### src/rtl/i2c_arb_pkg.sv
// Shared command and state encodings for the I2C SDA framing engine.
// Assumes a 2-bit command field decoded exactly as listed below.
package i2c_arb_pkg;
    typedef enum logic [1:0] {
        OP_START = 2'b00,
        OP_WRITE = 2'b01,
        OP_READ  = 2'b10,
        OP_STOP  = 2'b11
    } op_e;

    typedef enum logic [2:0] {
        S_FREE,      // bus not owned, SDA released
        S_HELD,      // bus owned, SCL low, waiting for a command
        S_START,     // waiting for SCL high to place START
        S_START_LO,  // SDA low during SCL high, waiting for SCL fall
        S_BIT,       // shifting a byte plus acknowledge clock
        S_STOP,      // SDA low, waiting for SCL rise to release
        S_SLAVE      // lost arbitration, listening until STOP
    } state_e;
endpackage

### src/rtl/i2c_line_watch.sv
// Tracks the SCL level from edge pulses and flags a STOP on the bus
// (SDA rising while SCL is high). Assumes SCL is high out of reset.
module i2c_line_watch (
    input  logic clk,
    input  logic rst_n,
    input  logic scl_rise,
    input  logic scl_fall,
    input  logic sda_in,
    output logic scl_high,
    output logic stop_seen
);
    logic sda_prev;

    // SCL level reconstructed from the edge pulses
    always_ff @(posedge clk) begin
        if (!rst_n)        scl_high <= 1'b1;
        else if (scl_rise) scl_high <= 1'b1;
        else if (scl_fall) scl_high <= 1'b0;
    end

    // previous SDA sample for edge detection
    always_ff @(posedge clk) begin
        if (!rst_n) sda_prev <= 1'b1;
        else        sda_prev <= sda_in;
    end

    assign stop_seen = scl_high && sda_in && !sda_prev;
endmodule

### src/rtl/i2c_sticky_bit.sv
// Sticky status bit: set wins over clear. Assumes single-cycle strobes.
module i2c_sticky_bit (
    input  logic clk,
    input  logic rst_n,
    input  logic set,
    input  logic clr,
    output logic q
);
    // hold the flag until an explicit clear
    always_ff @(posedge clk) begin
        if (!rst_n)   q <= 1'b0;
        else if (set) q <= 1'b1;
        else if (clr) q <= 1'b0;
    end
endmodule

### src/rtl/i2c_arb_master.sv
// SDA-side framing engine of an I2C master with arbitration checking.
// Drives START / repeated START / byte write / byte read / STOP in step
// with SCL edge pulses from an external generator. Byte commands must be
// given while the bus is held with SCL low. On arbitration loss SDA is
// released and the engine listens until a STOP appears on the bus.
module i2c_arb_master #(
    parameter int DATA_W = 8
) (
    input  logic              clk,
    input  logic              rst_n,
    input  logic              scl_rise,
    input  logic              scl_fall,
    input  logic              sda_in,
    input  logic              cmd_valid,
    input  logic [1:0]        cmd_op,
    input  logic [DATA_W-1:0] cmd_data,
    input  logic              ack_send,
    input  logic              arb_clr,
    output logic              sda_pull,
    output logic              busy,
    output logic              done,
    output logic [DATA_W-1:0] rx_data,
    output logic              rx_ack,
    output logic              arb_lost,
    output logic              slave_mode
);
    import i2c_arb_pkg::*;

    localparam int              CNT_W = $clog2(DATA_W + 1);
    localparam int              MSB   = DATA_W - 1;
    localparam logic [CNT_W-1:0] LAST = CNT_W'(DATA_W);

    state_e            state;
    logic [DATA_W-1:0] shreg;
    logic [CNT_W-1:0]  cnt;
    logic [CNT_W-1:0]  cnt_nx;
    logic              rd_dir;
    logic              ack_q;
    logic              scl_high;
    logic              stop_seen;
    logic              own_bit;
    logic              loss_bit;
    logic              loss_start;
    logic              arb_hit;
    op_e               op;

    assign op = op_e'(cmd_op);

    i2c_line_watch u_watch (
        .clk      (clk),
        .rst_n    (rst_n),
        .scl_rise (scl_rise),
        .scl_fall (scl_fall),
        .sda_in   (sda_in),
        .scl_high (scl_high),
        .stop_seen(stop_seen)
    );

    i2c_sticky_bit u_lost (
        .clk  (clk),
        .rst_n(rst_n),
        .set  (arb_hit),
        .clr  (arb_clr),
        .q    (arb_lost)
    );

    // which bits of the current frame this engine sends and must verify
    always_comb begin
        own_bit    = rd_dir ? (cnt == LAST) : (cnt != LAST);
        loss_bit   = (state == S_BIT) && scl_rise && own_bit && !sda_pull && !sda_in;
        loss_start = (state == S_START) && scl_high && !sda_in;
        arb_hit    = loss_bit || loss_start;
        cnt_nx     = cnt + CNT_W'(1);
    end

    assign busy       = (state != S_FREE) && (state != S_HELD);
    assign slave_mode = (state == S_SLAVE);

    // command sequencing, bit framing and arbitration reaction
    always_ff @(posedge clk) begin
        if (!rst_n) begin
            state    <= S_FREE;
            sda_pull <= 1'b0;
            done     <= 1'b0;
            shreg    <= '0;
            cnt      <= '0;
            rd_dir   <= 1'b0;
            ack_q    <= 1'b0;
            rx_data  <= '0;
            rx_ack   <= 1'b0;
        end else begin
            done <= 1'b0;
            case (state)
                S_FREE: begin
                    if (cmd_valid && op == OP_START) state <= S_START;
                end
                S_HELD: begin
                    if (cmd_valid) begin
                        case (op)
                            OP_START: begin
                                sda_pull <= 1'b0;
                                state    <= S_START;
                            end
                            OP_WRITE: begin
                                shreg    <= cmd_data;
                                rd_dir   <= 1'b0;
                                cnt      <= '0;
                                sda_pull <= !cmd_data[MSB];
                                state    <= S_BIT;
                            end
                            OP_READ: begin
                                rd_dir   <= 1'b1;
                                ack_q    <= ack_send;
                                cnt      <= '0;
                                sda_pull <= 1'b0;
                                state    <= S_BIT;
                            end
                            default: begin
                                sda_pull <= 1'b1;
                                state    <= S_STOP;
                            end
                        endcase
                    end
                end
                S_START: begin
                    if (loss_start) begin
                        done  <= 1'b1;
                        state <= S_SLAVE;
                    end else if (scl_high) begin
                        sda_pull <= 1'b1;
                        state    <= S_START_LO;
                    end
                end
                S_START_LO: begin
                    if (scl_fall) begin
                        done  <= 1'b1;
                        state <= S_HELD;
                    end
                end
                S_BIT: begin
                    if (loss_bit) begin
                        sda_pull <= 1'b0;
                        done     <= 1'b1;
                        state    <= S_SLAVE;
                    end else if (scl_rise) begin
                        if (cnt != LAST) shreg  <= {shreg[MSB-1:0], sda_in};
                        else if (!rd_dir) rx_ack <= !sda_in;
                    end else if (scl_fall) begin
                        if (cnt == LAST) begin
                            sda_pull <= 1'b0;
                            done     <= 1'b1;
                            state    <= S_HELD;
                            if (rd_dir) rx_data <= shreg;
                        end else begin
                            cnt      <= cnt_nx;
                            sda_pull <= (cnt_nx == LAST) ? (rd_dir && ack_q)
                                                         : (!rd_dir && !shreg[MSB]);
                        end
                    end
                end
                S_STOP: begin
                    if (scl_rise) begin
                        sda_pull <= 1'b0;
                        done     <= 1'b1;
                        state    <= S_FREE;
                    end
                end
                S_SLAVE: begin
                    sda_pull <= 1'b0;
                    if (stop_seen)     state <= S_FREE;
                    else if (scl_rise) shreg <= {shreg[MSB-1:0], sda_in};
                end
                default: state <= S_FREE;
            endcase
        end
    end
endmodule

### config.mk
export PLATFORM = sky130hd
export DESIGN_NAME = i2c_arb_master
export DESIGN_NICKNAME = d
export VERILOG_FILES = /design/src/rtl/i2c_arb_pkg.sv /design/src/rtl/i2c_line_watch.sv /design/src/rtl/i2c_sticky_bit.sv /design/src/rtl/i2c_arb_master.sv
export SDC_FILE = /design/constraint.sdc
export NUM_CORES = 1
export LEC_CHECK = 0
export ABC_AREA = 1
export CAP_MARGIN = 20
export CORE_ASPECT_RATIO = 0.7
export CORE_UTILIZATION = 35
export CTS_CLUSTER_DIAMETER = 200
export DETAILED_ROUTE_END_ITERATION = 12
export GPL_TIMING_DRIVEN = 1
export SYNTH_ARGS = -nofsm -noshare
export SYNTH_HDL_FRONTEND = slang
export SYNTH_SLANG_ARGS = --single-unit
### constraint.sdc
create_clock -name clk -period 3.1 [get_ports clk]
set_clock_uncertainty 0.1 [all_clocks]
set_input_delay 0.465 -clock clk [delete_from_list [all_inputs] [get_ports clk]]
set_output_delay 0.465 -clock clk [all_outputs]
set_load 0.01 [all_outputs]
== Word level (Yosys, flattened, before mapping) ==
Index checks and enable logic that the tools add are counted.
Cells by class
  add/subtract/negate cells: 1
  eq/ne operators: 33
  mux-type cells: 51
  bitwise operators: 5
  reduce and logical (&&, ||, !) cells: 38
Operators by type and width (number)
  2-to-1 mux 8 bit: 7
  2-to-1 mux 3 bit: 11
  inequality test 2 bit, second input constant: 15
  2-to-1 mux 4 bit: 6
  case mux 8 bit (3 select lines): 1
  case mux 3 bit (7 select lines): 1
  2-to-1 mux 1 bit: 19
  AND reduction 7 bit: 2
  logical AND 1 bit: 12
  equality test 3 bit, second input constant: 3
  inequality test 3 bit, second input constant: 3
  AND reduction 9 bit: 1
  equality test 4 bit, second input constant: 2
  case mux 4 bit (2 select lines): 1
  AND reduction 8 bit: 1
  equality test 3 x 2 -> 1 bit, second input constant: 2
  zero test 1 bit: 6
  case mux 3 bit (2 select lines): 1
  AND reduction 3 bit: 2
  AND reduction 6 bit: 1
  nonzero test 2 bit: 3
  nonzero test 3 bit: 2
  OR reduction 2 bit: 3
  NOT 1 bit: 5
  other kinds (16): 18
Storage, ports and cells
  flip-flop bits (word level): 31
  input bits: 18
  word-level logic and storage cells: 140

== Depth between registers and ports, before layout ==
  word-level depth: 8
  mapped depth: 13

== Modules after synthesis ==
A second synthesis with hierarchy kept.
Second synthesis, totals
  cells, all modules: 259
  area total of the unflattened synthesis: 1804.2 sq um
By module, submodules not included
  i2c_arb_master: times used 1, cells an instance 243, area each 1687.9 sq um, seq. area each 560.5 sq um
  i2c_line_watch: times used 1, cells an instance 10, area each 72.6 sq um, seq. area each 40.0 sq um
  i2c_sticky_bit: times used 1, cells an instance 6, area each 43.8 sq um, seq. area each 20.0 sq um

== Least setup slack after synthesis ==
Ideal clock, no wire load.
  kind: register to register
  from: register cnt[0]
  to: register shreg[1]
  setup time: 0.116 ns
  data arrival time: 1.860 ns
  data required time: 2.884 ns
  path slack: 1.024 ns
  stages on the path, launching flop included: 12
  buffers on the path: 0
  cells stage by stage: dfxtp_1 inv_1 ha_1 nand3_1 inv_1 ha_1 nand2_1 nor2_2 nor3_2 nand2_4 o21ai_0 nor2_1
Between the ends
  word-level cells in the longest chain between the ends: 7
Ends and longest elaborated chain
  start, declared: line i2c_arb_master.sv:35  | logic [CNT_W-1:0] cnt;
  start signal, assigned: line i2c_arb_master.sv:155  | cnt <= cnt_nx;
  inequality test 4 bit / equality test 4 bit (equally long branches): line i2c_arb_master.sv:69, i2c_arb_master.sv:146
  2-to-1 mux 1 bit: line i2c_arb_master.sv:69  | own_bit = rd_dir ? (cnt == LAST) : (cnt != LAST);
  logical AND 1 bit (3 in series): line i2c_arb_master.sv:70  | loss_bit = (state == S_BIT) && scl_rise && own_bit && !sda_pull && !sda_in;
  inequality test 2 bit (no line)
  AND reduction 8 bit (no line) (*)
  end signal, assigned: line i2c_arb_master.sv:105  | shreg <= cmd_data;
  end signal, assigned: line i2c_arb_master.sv:146  | if (cnt != LAST) shreg <= {shreg[MSB-1:0], sda_in};
  end signal, assigned: line i2c_arb_master.sv:171  | else if (scl_rise) shreg <= {shreg[MSB-1:0], sda_in};
  end, declared: line i2c_arb_master.sv:34  | logic [DATA_W-1:0] shreg;
Mark *: on every way between the ends. The rest lies on a longest branch, timed or not.
A chain may end at the register's enable or synchronous reset.

== Final worst setup path ==
  from: register state[2]
  to: output port slave_mode
Between the ends
  word-level cells in the longest chain between the ends: 1
Ends and longest elaborated chain
  start, declared: line i2c_arb_master.sv:33  | state_e state;
  start signal, assigned: line i2c_arb_master.sv:82  | state <= S_FREE;
  start signal, assigned: line i2c_arb_master.sv:95  | if (cmd_valid && op == OP_START) state <= S_START;
  start signal, assigned: line i2c_arb_master.sv:102  | state <= S_START;
  equality test 3 bit: line i2c_arb_master.sv:77  | assign slave_mode = (state == S_SLAVE);
  end, declared: line i2c_arb_master.sv:25  | output logic slave_mode
Every way passes these cells.

==> out/qor.txt <==
Peak Freq = 398.2 MHz
Clk slew on worst S/H paths = 70 ps
H-tree depth = 2
Hold-fix buffers, CTS = 0
Mapped cell area = 1939 um2
Most frequent cell after synthesis = nand2_1
Final worst path period share = 81.02%
Post-synthesis compound-gate area fraction = 15.68%
Max FO, Critical Path = 9
Pint = 928.3 uW
Kind of critical path = register to output port
Syn_nets = 297
Yosys top cell area share = 32.00%
Die area = 5848 um2
Simple-gate share of the synthesized area = 36.97%
CTS buffer count = 5
Die Y-Extent = 64.28 um
# resized after CTS = 0
Gp weighted congestion = 0.9004
Mapped Cells = 271
Least-Margin Pin Slew = 656.4 ps
DR vias/cell = 4.748
CP Data Arrival Time = 1950 ps
First-pass GRT wire length = 7748 um
Routed vias = 1,790
GRT Util Overall = 17.15%
Fin Setup TNS = 0 ps
Buf+Inv Stages, Crit Path = 3
Final antenna diode count = 0
Share of layout cells above drive strength 1 = 16.39%
Adder-cell share of the synthesized area = 5.161%
Pin count of the biggest net entering global routing = 17
Final min period = 2512 ps
Clk buf depth = 2
Root buffer cell = clkbuf_8
Post-route ant nets = 0
Share of flip-flops with an asynchronous set or reset = 0%
Top_reg_cell synth = dfxtp_1
Setup WS post-layout = 588.4 ps
CTS tree = done
Port bufs = 31
Seq cells post-synth = 31
Number of synthesized flops with an enable pin = 0
CP cell instances = inv_6, nor2_8, nand2_2, inv_2, clkdlybuf4s50_1
Core Rows = 22
Hold Vio Cnt, Final = 0
Post-synthesis mux area share = 0%
Setup violations, final = 0
Slew HR = 56.18%
Routed len/inst = 12.40 um
Clock Latency Late Sink = 280 ps
Initial antenna violation count = 0
Max IR drop VDD = 309.6 uV
Synthesized area per cell = 7.156 um2
Worst min path class = register to register
Largest family of logic cells by synthesized area = simple AND/OR/NAND/NOR gates
Critical Path RT = 2530 ps
Leak = 1.001 nW
Clock share of power = 27.7%
Initial DRC count = 153
Reg power frac = 36.9%
Vias in the first global route = 1,573
Status = complete, no violations
Synth top area cells = dfxtp_1 (32%), nand2_1 (11%), o21ai_0 (6.2%)
Pre-Repair DR Iteration Count = 4
YS warnings = 0
Global route total overflow = 0
Max incr delay on CP = 670 ps
Max cap viols = 0
Post-Synth XOR/XNOR Area = 0%
RSZ-0062 raised after global routing = false
DRC viols = 0
Area leader, netlist = dfxtp_1
Post-synthesis sequential area ratio = 32.00%
Starting Density = 36.70%
Ports = 32
Core area = 5285 um2
Die width = 90.97 um
Syn-to-layout area delta = 24.71%
Clk sinks = 31
Pwr Density = 620.8 nW/um2
Sw Pwr = 573.1 uW
Combinational power share = 35.4%
Startpoint class of the critical path = register
Place WS = 786.8 ps
Switching Fraction = 38.17%
Placed wire-length estimate = 3643 um
Pins Over Slew Limit = 0
Crit end category = output port
Nets@finish = 330
Worst path top cell family by delay = buffers and inverters
Top cells by count, synth = nand2_1 (59), dfxtp_1 (31), inv_1 (29)
Setup Buffers After CTS = 0
Detailed Route WL = 4676 um
Slowest CP cell = dfxtp_1
Unique masters post-synth = 33
-- final cells by class --
cell class	count	area (um2)
clock inverters	2	35.03
multi-input cells	199	1121
repair buffers	32	317.8
inverters	35	151.4
clock buffers	6	82.58
fillers	548	2867
flip-flops and latches	31	620.6
well taps	72	90.09
-- per-layer routing --
metal / wire length [um] / global-route usage, % / vias to the layer above / share of wire [%]
li1: - / - / 939 / -
met2: 1804 / 23.39 / 52 / 39
met5: 0 / 0 / - / 0
met3: 344 / 3.690 / 6 / 7.4
met1: 2489 / 26.35 / 793 / 53
met4: 37 / 4.762 / 0 / 0.79
-- power by group through the flow --
stage / registers [mW] / clock network (mW) / logic, mW
final: 0.554 / 0.416 / 0.531
after global routing: 0.561 / 0.447 / 0.596
after CTS: 0.552 / 0.425 / 0.531
after detailed placement: 0.560 / 0 / 0.529
after global placement: 0.562 / 0 / 0.529
after floorplan: 0.499 / 0 / 0.456
-- sequential cells by signal (all words and copies together), names as in the netlist --
name	flops
cnt	4
done	1
rd_dir	1
u_watch.sda_prev	1
rx_ack	1
rx_data	8
sda_pull	1
u_watch.scl_high	1
ack_q	1
shreg	8
state	3
u_lost.q	1
-- cell usage in the layout, fill, tap and decap left out, types with 3 or more instances in the layout --
cell             instances
nor2_2                  14
nand2_4                  3
clkbuf_8                 6
nor2_8                   3
dfxtp_1                 31
nand2_1                 59
clkdlybuf4s50_1         31
ha_1                     8
inv_1                   29
nand3_1                 19
o21ai_0                 24
a31oi_1                  3
nor2_1                  19
nand3_2                  3
a21oi_1                 23
nor2_4                   3
o21ai_1                  3
-- kinds of logic after synthesis --
| kind of cell | Yosys count |
|---|---|
| simple gates | 134 |
| compound gates | 57 |
| buf+inv | 41 |
| flops | 31 |
| fa+ha+maj | 8 |
-- per-stage QoR --
stage	cells	util (%)	power (mW)	hold WS (ps)	area, um2
after floorplan	271	-	0.9552	367.1	1939
after global placement	369	43.54	1.090	332.8	2301
after detailed placement	369	43.54	1.089	335.3	2301
after CTS	377	45.76	1.508	345.9	2419
after global routing	377	45.76	1.603	371.1	2419
final	377	45.76	1.501	344.6	2419
-- tightest hold or removal path: stages (launching register included) --
cell     delay (ps)
dfxtp_1         310
inv_1            50
a21oi_1          50
-- final timing paths --
check,start,depth (start not counted),endpoint,slack (ps)
max reg2reg,cnt[0],11,shreg[3],750
min,rx_data[4],2,rx_data[4],340
min reg2reg,rx_data[4],2,rx_data[4],340
max,state[2],5,slave_mode,590
No activity file was read; power rests on OpenSTA's default activity.
